--- src/rtl/nrsqrt_pkg.sv ---
package nrsqrt_pkg;
  typedef enum logic {
    CTL_IDLE = 1'b0,
    CTL_RUN  = 1'b1
  } ctl_state_e;
endpackage

--- src/rtl/nrsqrt_step.sv ---
// One non-restoring step: reduced adder plus the two fixed low bits.
module nrsqrt_step #(
  parameter int unsigned NQ = 12
) (
  input  logic [NQ-1:0] rem_in,
  input  logic [NQ-1:0] root_in,
  input  logic [1:0]    pair,
  input  logic          sub,
  output logic [NQ-1:0] rem_out,
  output logic          bit_out,
  output logic          headroom_ok
);
  logic          cin;
  logic [1:0]    low;
  logic [NQ-1:0] opb;
  logic [NQ-1:0] upper;

  // Low pair is pair minus one (mod 4) for both operations.
  // Carry into the upper part is the OR of the pair in both modes.
  always_comb begin
    cin   = pair[1] | pair[0];
    low   = {pair[1] ~^ pair[0], ~pair[0]};
    opb   = sub ? ~root_in : root_in;
    upper = rem_in + opb + {{(NQ-1){1'b0}}, cin};
  end

  assign bit_out     = ~upper[NQ-1];
  assign headroom_ok = (upper[NQ-1] == upper[NQ-2]);

  generate
    if (NQ > 2) begin : g_wide
      assign rem_out = {upper[NQ-3:0], low};
    end else begin : g_narrow
      assign rem_out = low;
    end
  endgenerate
endmodule

--- src/rtl/nrsqrt_ctrl.sv ---
module nrsqrt_ctrl
  import nrsqrt_pkg::*;
#(
  parameter int unsigned NQ = 12,
  localparam int unsigned CW = (NQ > 1) ? $clog2(NQ) : 1
) (
  input  logic clk,
  input  logic rst_n,
  input  logic start,
  output logic load,
  output logic step,
  output logic last,
  output logic done
);
  localparam logic [CW-1:0] CNT_TOP = CW'(NQ - 1);

  ctl_state_e    state_q, state_d;
  logic [CW-1:0] cnt_q, cnt_d;
  logic          done_q, done_d;

  always_comb begin
    state_d = state_q;
    cnt_d   = cnt_q;
    done_d  = done_q;
    load    = 1'b0;
    step    = 1'b0;
    last    = 1'b0;
    unique case (state_q)
      CTL_IDLE: begin
        if (start) begin
          load    = 1'b1;
          cnt_d   = CNT_TOP;
          done_d  = 1'b0;
          state_d = CTL_RUN;
        end
      end
      CTL_RUN: begin
        step = 1'b1;
        if (cnt_q == '0) begin
          last    = 1'b1;
          done_d  = 1'b1;
          state_d = CTL_IDLE;
        end else begin
          cnt_d = cnt_q - 1'b1;
        end
      end
      default: state_d = CTL_IDLE;
    endcase
  end

  always_ff @(posedge clk or negedge rst_n) begin
    if (!rst_n) begin
      state_q <= CTL_IDLE;
      cnt_q   <= '0;
      done_q  <= 1'b0;
    end else begin
      state_q <= state_d;
      cnt_q   <= cnt_d;
      done_q  <= done_d;
    end
  end

  assign done = done_q;

  assert_cnt_range_R3: assert property (@(posedge clk) disable iff (!rst_n)
    cnt_q <= CNT_TOP);
  assert_done_latency_R3: assert property (@(posedge clk) disable iff (!rst_n)
    $rose(done_q) |-> $past(state_q == CTL_RUN && cnt_q == '0));
  assert_done_hold_R4: assert property (@(posedge clk) disable iff (!rst_n)
    (done_q && !start) |=> done_q);
  assert_busy_start_ignored_R5: assert property (@(posedge clk) disable iff (!rst_n)
    (state_q == CTL_RUN && cnt_q != '0) |=> (state_q == CTL_RUN && cnt_q == $past(cnt_q) - 1'b1));
  assert_restart_clears_R7: assert property (@(posedge clk) disable iff (!rst_n)
    (state_q == CTL_IDLE && start) |=> (!done_q && state_q == CTL_RUN));
endmodule

--- src/rtl/nrsqrt_dp.sv ---
module nrsqrt_dp #(
  parameter int unsigned N  = 8,
  parameter int unsigned NQ = 12,
  localparam int unsigned DW = 2 * N
) (
  input  logic          clk,
  input  logic          rst_n,
  input  logic          load,
  input  logic          step,
  input  logic          last,
  input  logic [DW-1:0] rad_in,
  output logic [NQ-1:0] root
);
  logic [DW-1:0] rad_q, rad_d;
  logic [NQ-1:0] rem_q, rem_d;
  logic [NQ-1:0] root_q, root_d;
  logic          sub_q, sub_d;
  logic [NQ-1:0] rem_step;
  logic          bit_step;
  logic          headroom_ok;

  nrsqrt_step #(.NQ(NQ)) i_step (
    .rem_in      (rem_q),
    .root_in     (root_q),
    .pair        (rad_q[DW-1:DW-2]),
    .sub         (sub_q),
    .rem_out     (rem_step),
    .bit_out     (bit_step),
    .headroom_ok (headroom_ok)
  );

  always_comb begin
    rad_d  = rad_q;
    rem_d  = rem_q;
    root_d = root_q;
    sub_d  = sub_q;
    if (load) begin
      rad_d  = rad_in;
      rem_d  = '0;
      root_d = '0;
      sub_d  = 1'b1;  // first step subtracts
    end else if (step) begin
      rad_d  = {rad_q[DW-3:0], 2'b00};
      rem_d  = rem_step;
      root_d = {root_q[NQ-2:0], bit_step};
      sub_d  = bit_step;
    end
  end

  always_ff @(posedge clk or negedge rst_n) begin
    if (!rst_n) begin
      rad_q  <= '0;
      rem_q  <= '0;
      root_q <= '0;
      sub_q  <= 1'b1;
    end else if (load || step) begin
      rad_q  <= rad_d;
      rem_q  <= rem_d;
      root_q <= root_d;
      sub_q  <= sub_d;
    end
  end

  assign root = root_q;

  assert_no_overflow_R2: assert property (@(posedge clk) disable iff (!rst_n)
    (step && !last) |-> headroom_ok);
  assert_msb_first_R9: assert property (@(posedge clk) disable iff (!rst_n)
    step |=> (root_q[NQ-1:1] == $past(root_q[NQ-2:0])));
  assert_load_clears_R7: assert property (@(posedge clk) disable iff (!rst_n)
    load |=> (root_q == '0 && sub_q));
  assert_hold_idle_R4: assert property (@(posedge clk) disable iff (!rst_n)
    (!load && !step) |=> $stable(root_q));
endmodule

--- src/rtl/nrsqrt_iter.sv ---
module nrsqrt_iter #(
  parameter int unsigned N = 8,
  parameter int unsigned X = 4,
  localparam int unsigned NQ = N + X,
  localparam int unsigned DW = 2 * N
) (
  input  logic          clk,
  input  logic          rst_n,
  input  logic          start,
  input  logic [DW-1:0] radicand,
  output logic [NQ-1:0] root,
  output logic          done
);
  logic [1:0] rst_sync_q;
  logic       rst_n_int;
  logic       load, step, last;

  always_ff @(posedge clk or negedge rst_n) begin
    if (!rst_n) rst_sync_q <= 2'b00;
    else        rst_sync_q <= {rst_sync_q[0], 1'b1};
  end
  assign rst_n_int = rst_sync_q[1];

  nrsqrt_ctrl #(.NQ(NQ)) i_ctrl (
    .clk   (clk),
    .rst_n (rst_n_int),
    .start (start),
    .load  (load),
    .step  (step),
    .last  (last),
    .done  (done)
  );

  nrsqrt_dp #(.N(N), .NQ(NQ)) i_dp (
    .clk    (clk),
    .rst_n  (rst_n_int),
    .load   (load),
    .step   (step),
    .last   (last),
    .rad_in (radicand),
    .root   (root)
  );

  assert_one_action_R3: assert property (@(posedge clk) disable iff (!rst_n_int)
    !(load && step));
  assert_reset_state_R1: assert property (@(posedge clk)
    !rst_n_int |-> (!done && root == '0));
endmodule

--- config.mk ---
export PLATFORM = sky130hd
export DESIGN_NAME = nrsqrt_iter
export DESIGN_NICKNAME = d
export VERILOG_FILES = /design/src/rtl/nrsqrt_pkg.sv /design/src/rtl/nrsqrt_step.sv /design/src/rtl/nrsqrt_ctrl.sv /design/src/rtl/nrsqrt_dp.sv /design/src/rtl/nrsqrt_iter.sv
export SDC_FILE = /design/constraint.sdc
export NUM_CORES = 1
export LEC_CHECK = 0
export ABC_AREA = 1
export BUFFER_PORTS_ARGS = -buffer_cell sky130_fd_sc_hd__buf_4
export CORE_MARGIN = 4
export CORE_UTILIZATION = 28
export DETAILED_ROUTE_END_ITERATION = 7
export SLEW_MARGIN = 0
export SYNTH_ARGS = -nofsm -noshare
export SYNTH_HDL_FRONTEND = slang
export SYNTH_SLANG_ARGS = --single-unit
--- constraint.sdc ---
create_clock -name clk -period 1.9 [get_ports clk]
set_clock_uncertainty 0.05 [all_clocks]
set_input_delay 0.38 -clock clk [delete_from_list [all_inputs] [get_ports clk]]
set_output_delay 0.38 -clock clk [all_outputs]
set_load 0.005 [all_outputs]
* Word-level counts from Yosys, hierarchy flattened
Cells that the tools add are included.
Storage, ports and cells: flip-flop bits (word level) 49, output and inout bits 13, logic and storage cells 46
Cells by class: reductions and logical operators 6, bitwise gates (word level) 6, add/sub/neg operators 3, eq/ne operators 3, multiplexer cells 20
Operators by type and width (number):
- $mux W12 | 5
- $mux W16 | 2
- $add A12 B1 Y12 | 1
- $add A12 B12 Y12 | 1
- $not A12 Y12 | 1
- $mux W1 | 8
- $mux W4 | 2
- $pmux W4 S2 | 1
- $ne A2 B2 Y1 const B | 3
- $reduce_and A2 Y1 | 3
- $logic_not A4 Y1 | 1
- $pmux W1 S2 | 2
- $sub A4 B1 Y4 const B | 1
- $not A1 Y1 | 3
- $reduce_bool A2 Y1 | 1
- $logic_or A1 B1 Y1 | 1
- $or A1 B1 Y1 | 1
- $xnor A1 B1 Y1 | 1

* Depth between registers and ports, before layout
depth after elaboration 7, depth in mapped cells 14, gate-level depth less buffers 14

* Hierarchy
From an unflattened synthesis, not the netlist that was laid out.
Second synthesis, totals: cells, all modules 382, area total of the unflattened synthesis 3114.2 µm²
By module, submodules not included:
- nrsqrt_dp | times used 1, area an instance 1864.3 µm², cells an instance 198
- nrsqrt_step | times used 1, area an instance 860.8 µm², cells an instance 144
- nrsqrt_ctrl | times used 1, area an instance 335.3 µm², cells an instance 37
- nrsqrt_iter | times used 1, area an instance 53.8 µm², cells an instance 3

* Worst setup path before layout
OpenSTA, ideal clock, no wires.
kind register -> register, start point reg i_dp.sub_q, end point reg i_dp.rem_q[10], slack -533 ps, setup time 117 ps, cell stages (with the launch flop) 15, arrival 2266 ps, path buffers 2, required time 1733 ps, cell sequence dfstp_2 > clkbuf_1 > buf_4 > xor2_1 > fa_1 > inv_1 > fa_1 > inv_1 > nand3_1 > nand2_1 > nand3_1 > nand2_1 > nand2_1 > nand3_1 > nand2_1
On the way: word-level cells in the longest chain between the ends 5
RTL lines:
- from (decl) | RTL line nrsqrt_dp.sv:17 | logic sub_q, sub_d;
- from (signal assigned) | RTL line nrsqrt_dp.sv:60 | sub_q <= sub_d;
- $mux W12 | RTL line nrsqrt_step.sv:23 | opb = sub ? ~root_in : root_in;
- $add A12 B12 Y12 | RTL line nrsqrt_step.sv:24 | upper = rem_in + opb + {{(NQ-1){1'b0}}, cin};
- $add A12 B1 Y12 | RTL line nrsqrt_step.sv:24
- $mux W12 | RTL line nrsqrt_dp.sv:42 | end else if (step) begin
- $mux W12 | RTL line nrsqrt_dp.sv:37 | if (load) begin
- to (signal assigned) | RTL line nrsqrt_dp.sv:58 | rem_q <= rem_d;
- to (decl) | RTL line nrsqrt_dp.sv:15 | logic [NQ-1:0] rem_q, rem_d;
No other way between the ends. The select of a mux whose other input is x is not followed. A chain may end at the register's enable or synchronous reset.

* Worst setup path in the final report
Ends and elaborated chain as after synthesis.

==> run metrics <==
status=finished with violations; violated checks=setup timing; max-slew violation count=0; Initial Utilization=28.8%; post-route fraction of the period consumed by the critical path=108%; shortest period the worst path allows=2.06 ns; width of the die=106 um; fill cell instance count of the final layout=976; number of nets with antenna violations after routing=0; maximum achievable frequency=486 MHz; number of enable-type register cells in the synthesized netlist=0; layout overhead on the synthesized area=28.0%; Worst Path Arrival=2.21 ns; setup slack on the worst flop-to-flop path=-0.16 ns; final instance area=3420 sq um; largest net degree at the start of global routing=48; Core Box Area=9280 sq um; antenna fix cells=0; stage delay of the slowest cell on the critical path=0.59 ns; largest fanout on the critical path=4; final weighted congestion in routability-driven placement=0.792; synthesized netlist net count=354; area of placed instances=3190 sq um; Detailed Route Iter0 Violations=103; final setup vio count=8; category of the critical setup timing path=register to register; CTS tree=yes; Synth area leader=sky130_fd_sc_hd__dfrtp_1; Synth Instances=320; FF+latch count, synth=49; largest buffer count on any clock path=2; number of I/O port buffers=31; Multi-input gate area=1300 sq um; Worst Setup Slack post-DPL=-0.171 ns; main area contributors after synthesis=sky130_fd_sc_hd__dfrtp_1, sky130_fd_sc_hd__nand2_1, sky130_fd_sc_hd__ha_1, sky130_fd_sc_hd__inv_1, sky130_fd_sc_hd__xor2_1; die outline height=106 um; reg-to-reg critical path startpoint=i_dp.sub_q; CTS HTree Levels=2; Wirelength per Cell=12.3 um; Clock Tree Root=sky130_fd_sc_hd__clkbuf_8; number of distinct library cells after synthesis=33; setup repair after global routing missed its margin=true; worst path required time=2.05 ns; per-instance average area after synthesis=8.35 sq um; total gr overflow=0; post-route non-filler standard cell count=501; post-route DRC violation count=0; count of cells along the worst register-to-register path=12; # clock sinks=49; cell count after placement=489; count of vias placed by the detailed router=2200; total number of yosys warnings=0; detail-routed via count per cell=4.39; worst hold slack=0.187 ns; CP Capture Type=register; final routed wirelength across all metal layers=6160 um; part of the Yosys area used for sequential elements=45.9%; capturing point of the worst reg2reg path=i_dp.rem_q[10]; antenna violations before repair=0; cell area after synthesis=2670 sq um; layout cells sized above 1=29.6%; standard-cell rows=35; series of cell instances along the critical path=xor2_2 > fa_2 > inv_2 > fa_2 > inv_2 > nand3_2 > nand2_4 > nand3_2 > nand2_1 > nand2_1 > nand3_1 > nand2_1; critical path's most frequent cell=sky130_fd_sc_hd__nand2_1; number of hold violations in the final report=0; Skew-Pair Late Insertion Delay=0.30 ns; router iterations before antenna repair=4; critical path's slowest cell=sky130_fd_sc_hd__dfstp_2; global-route wire length before repair=10700 um; type of the worst min-delay path=register to asynchronous set/reset pin; launching element type of the critical path=register; count of nets after finishing=405; ys async rst share=100%; vias in the first global route=2372; die area=11200 sq um; proportion of netlist area held by the largest area contributor=45.0%; Commonest cells post-synth=sky130_fd_sc_hd__nand2_1, sky130_fd_sc_hd__dfrtp_1, sky130_fd_sc_hd__inv_1, sky130_fd_sc_hd__ha_1; most numerous cell in the Yosys netlist=sky130_fd_sc_hd__nand2_1; total global routing track utilization=11.5%; number of max-capacitance violations reported=0; detailed placer's ending HPWL=4460 um; commonest register cell after synthesis=sky130_fd_sc_hd__dfrtp_1; clock buffers created by TritonCTS=5; total area of sequential cells=1230 sq um; number of I/O pins=32; clock transition at the register clock pins on the worst setup and hold paths after CTS=0.10 ns; final setup slack of the worst path=-0.159 ns
[timing repair]
item,4_1_cts,5_1_grt
buffers inserted,1,2
setup endpoints to repair,9,11
hold buffers,1,0
pin swaps,20,4
hold endpoints to repair,2,0
resized for setup,17,8
[layer usage]
metal  vias up  wire, um  GRT usage (%)
li1       1117         -              -
met5         -         0              0
met2        37      3260           22.0
met1      1042      2640           13.4
met3         4       194           1.65
met4         0        64           2.87
[cell usage in the layout, fill, tap and decap left out, types with 6 or more instances in the layout]
cell type and count:
sky130_fd_sc_hd__nand2_1 88, sky130_fd_sc_hd__buf_4 52, sky130_fd_sc_hd__dfrtp_1 47, sky130_fd_sc_hd__inv_1 37
sky130_fd_sc_hd__inv_2 12, sky130_fd_sc_hd__o21ai_1 12, sky130_fd_sc_hd__ha_1 12, sky130_fd_sc_hd__o22ai_1 10
sky130_fd_sc_hd__xor2_1 9, sky130_fd_sc_hd__nand2_2 9, sky130_fd_sc_hd__nor2_1 8, sky130_fd_sc_hd__nand3_1 7
sky130_fd_sc_hd__o211ai_1 7, sky130_fd_sc_hd__nand3_2 6
[flip-flops by register name, summed over array words and instances (netlist names)]
register        count
i_ctrl.cnt_q        4
i_ctrl.done         1
i_ctrl.state_q      1
i_dp.rad_q         16
i_dp.rem_q         12
i_dp.root          12
i_dp.sub_q          1
rst_sync_q          2
[cell type report]
cell class / instances / share of cell area, %
multi-input cells: 211 / 38.0
clock inverters: 3 / 1.35
inverters: 49 / 5.38
flip-flops and latches: 49 / 35.9
well taps: 129 / 4.72
repair buffers: 55 / 12.6
clock buffers: 5 / 2.01
[cell families after synthesis]
| family | count (synthesis) | synth area share [%] |
|---|---|---|
| AOI/OAI and AO/OA | 54 | 12.5 |
| xor gates and xnor gates | 13 | 4.26 |
| adders and majority gates | 15 | 7.59 |
| buffers and inverters | 60 | 9.23 |
| DFF | 49 | 45.9 |
| other | 1 | 0.140 |
| and+or+nand+nor | 128 | 20.4 |
[critical path: cells and delay by family, from the launching register on]
family,cells,cell delay (ns)
xor+xnor,1,0.16
simple gates,7,0.47
fa+ha+maj,2,0.57
buf+inv,2,0.11
flops,1,0.59
[how the worst max path moves through the flow]
stage	startpoint	end	slack [ns]	depth (start not counted)
2_1_floorplan	i_dp.sub_q	i_dp.rem_q[10]	-0.28	14
3_3_place_gp	i_dp.sub_q	i_dp.root[0]	-0.16	11
3_5_place_dp	i_dp.sub_q	i_dp.root[0]	-0.17	11
4_1_cts	i_dp.sub_q	i_dp.rem_q[10]	-0.16	12
5_1_grt	i_dp.sub_q	i_dp.rem_q[10]	-0.33	12
6_report	i_dp.sub_q	i_dp.rem_q[10]	-0.16	12
[metrics by stage]
stage                     setup TNS (ns)  util [%]
after CTS                         -0.740      36.5
after detailed placement          -0.983      34.4
final                             -0.720      36.8
after global placement            -0.763      34.4
after floorplan                   -0.737         -
after global routing               -1.96      36.8
Power is not shown: default switching activity piles up to over one toggle a cycle in this logic, so the estimate is an artifact.
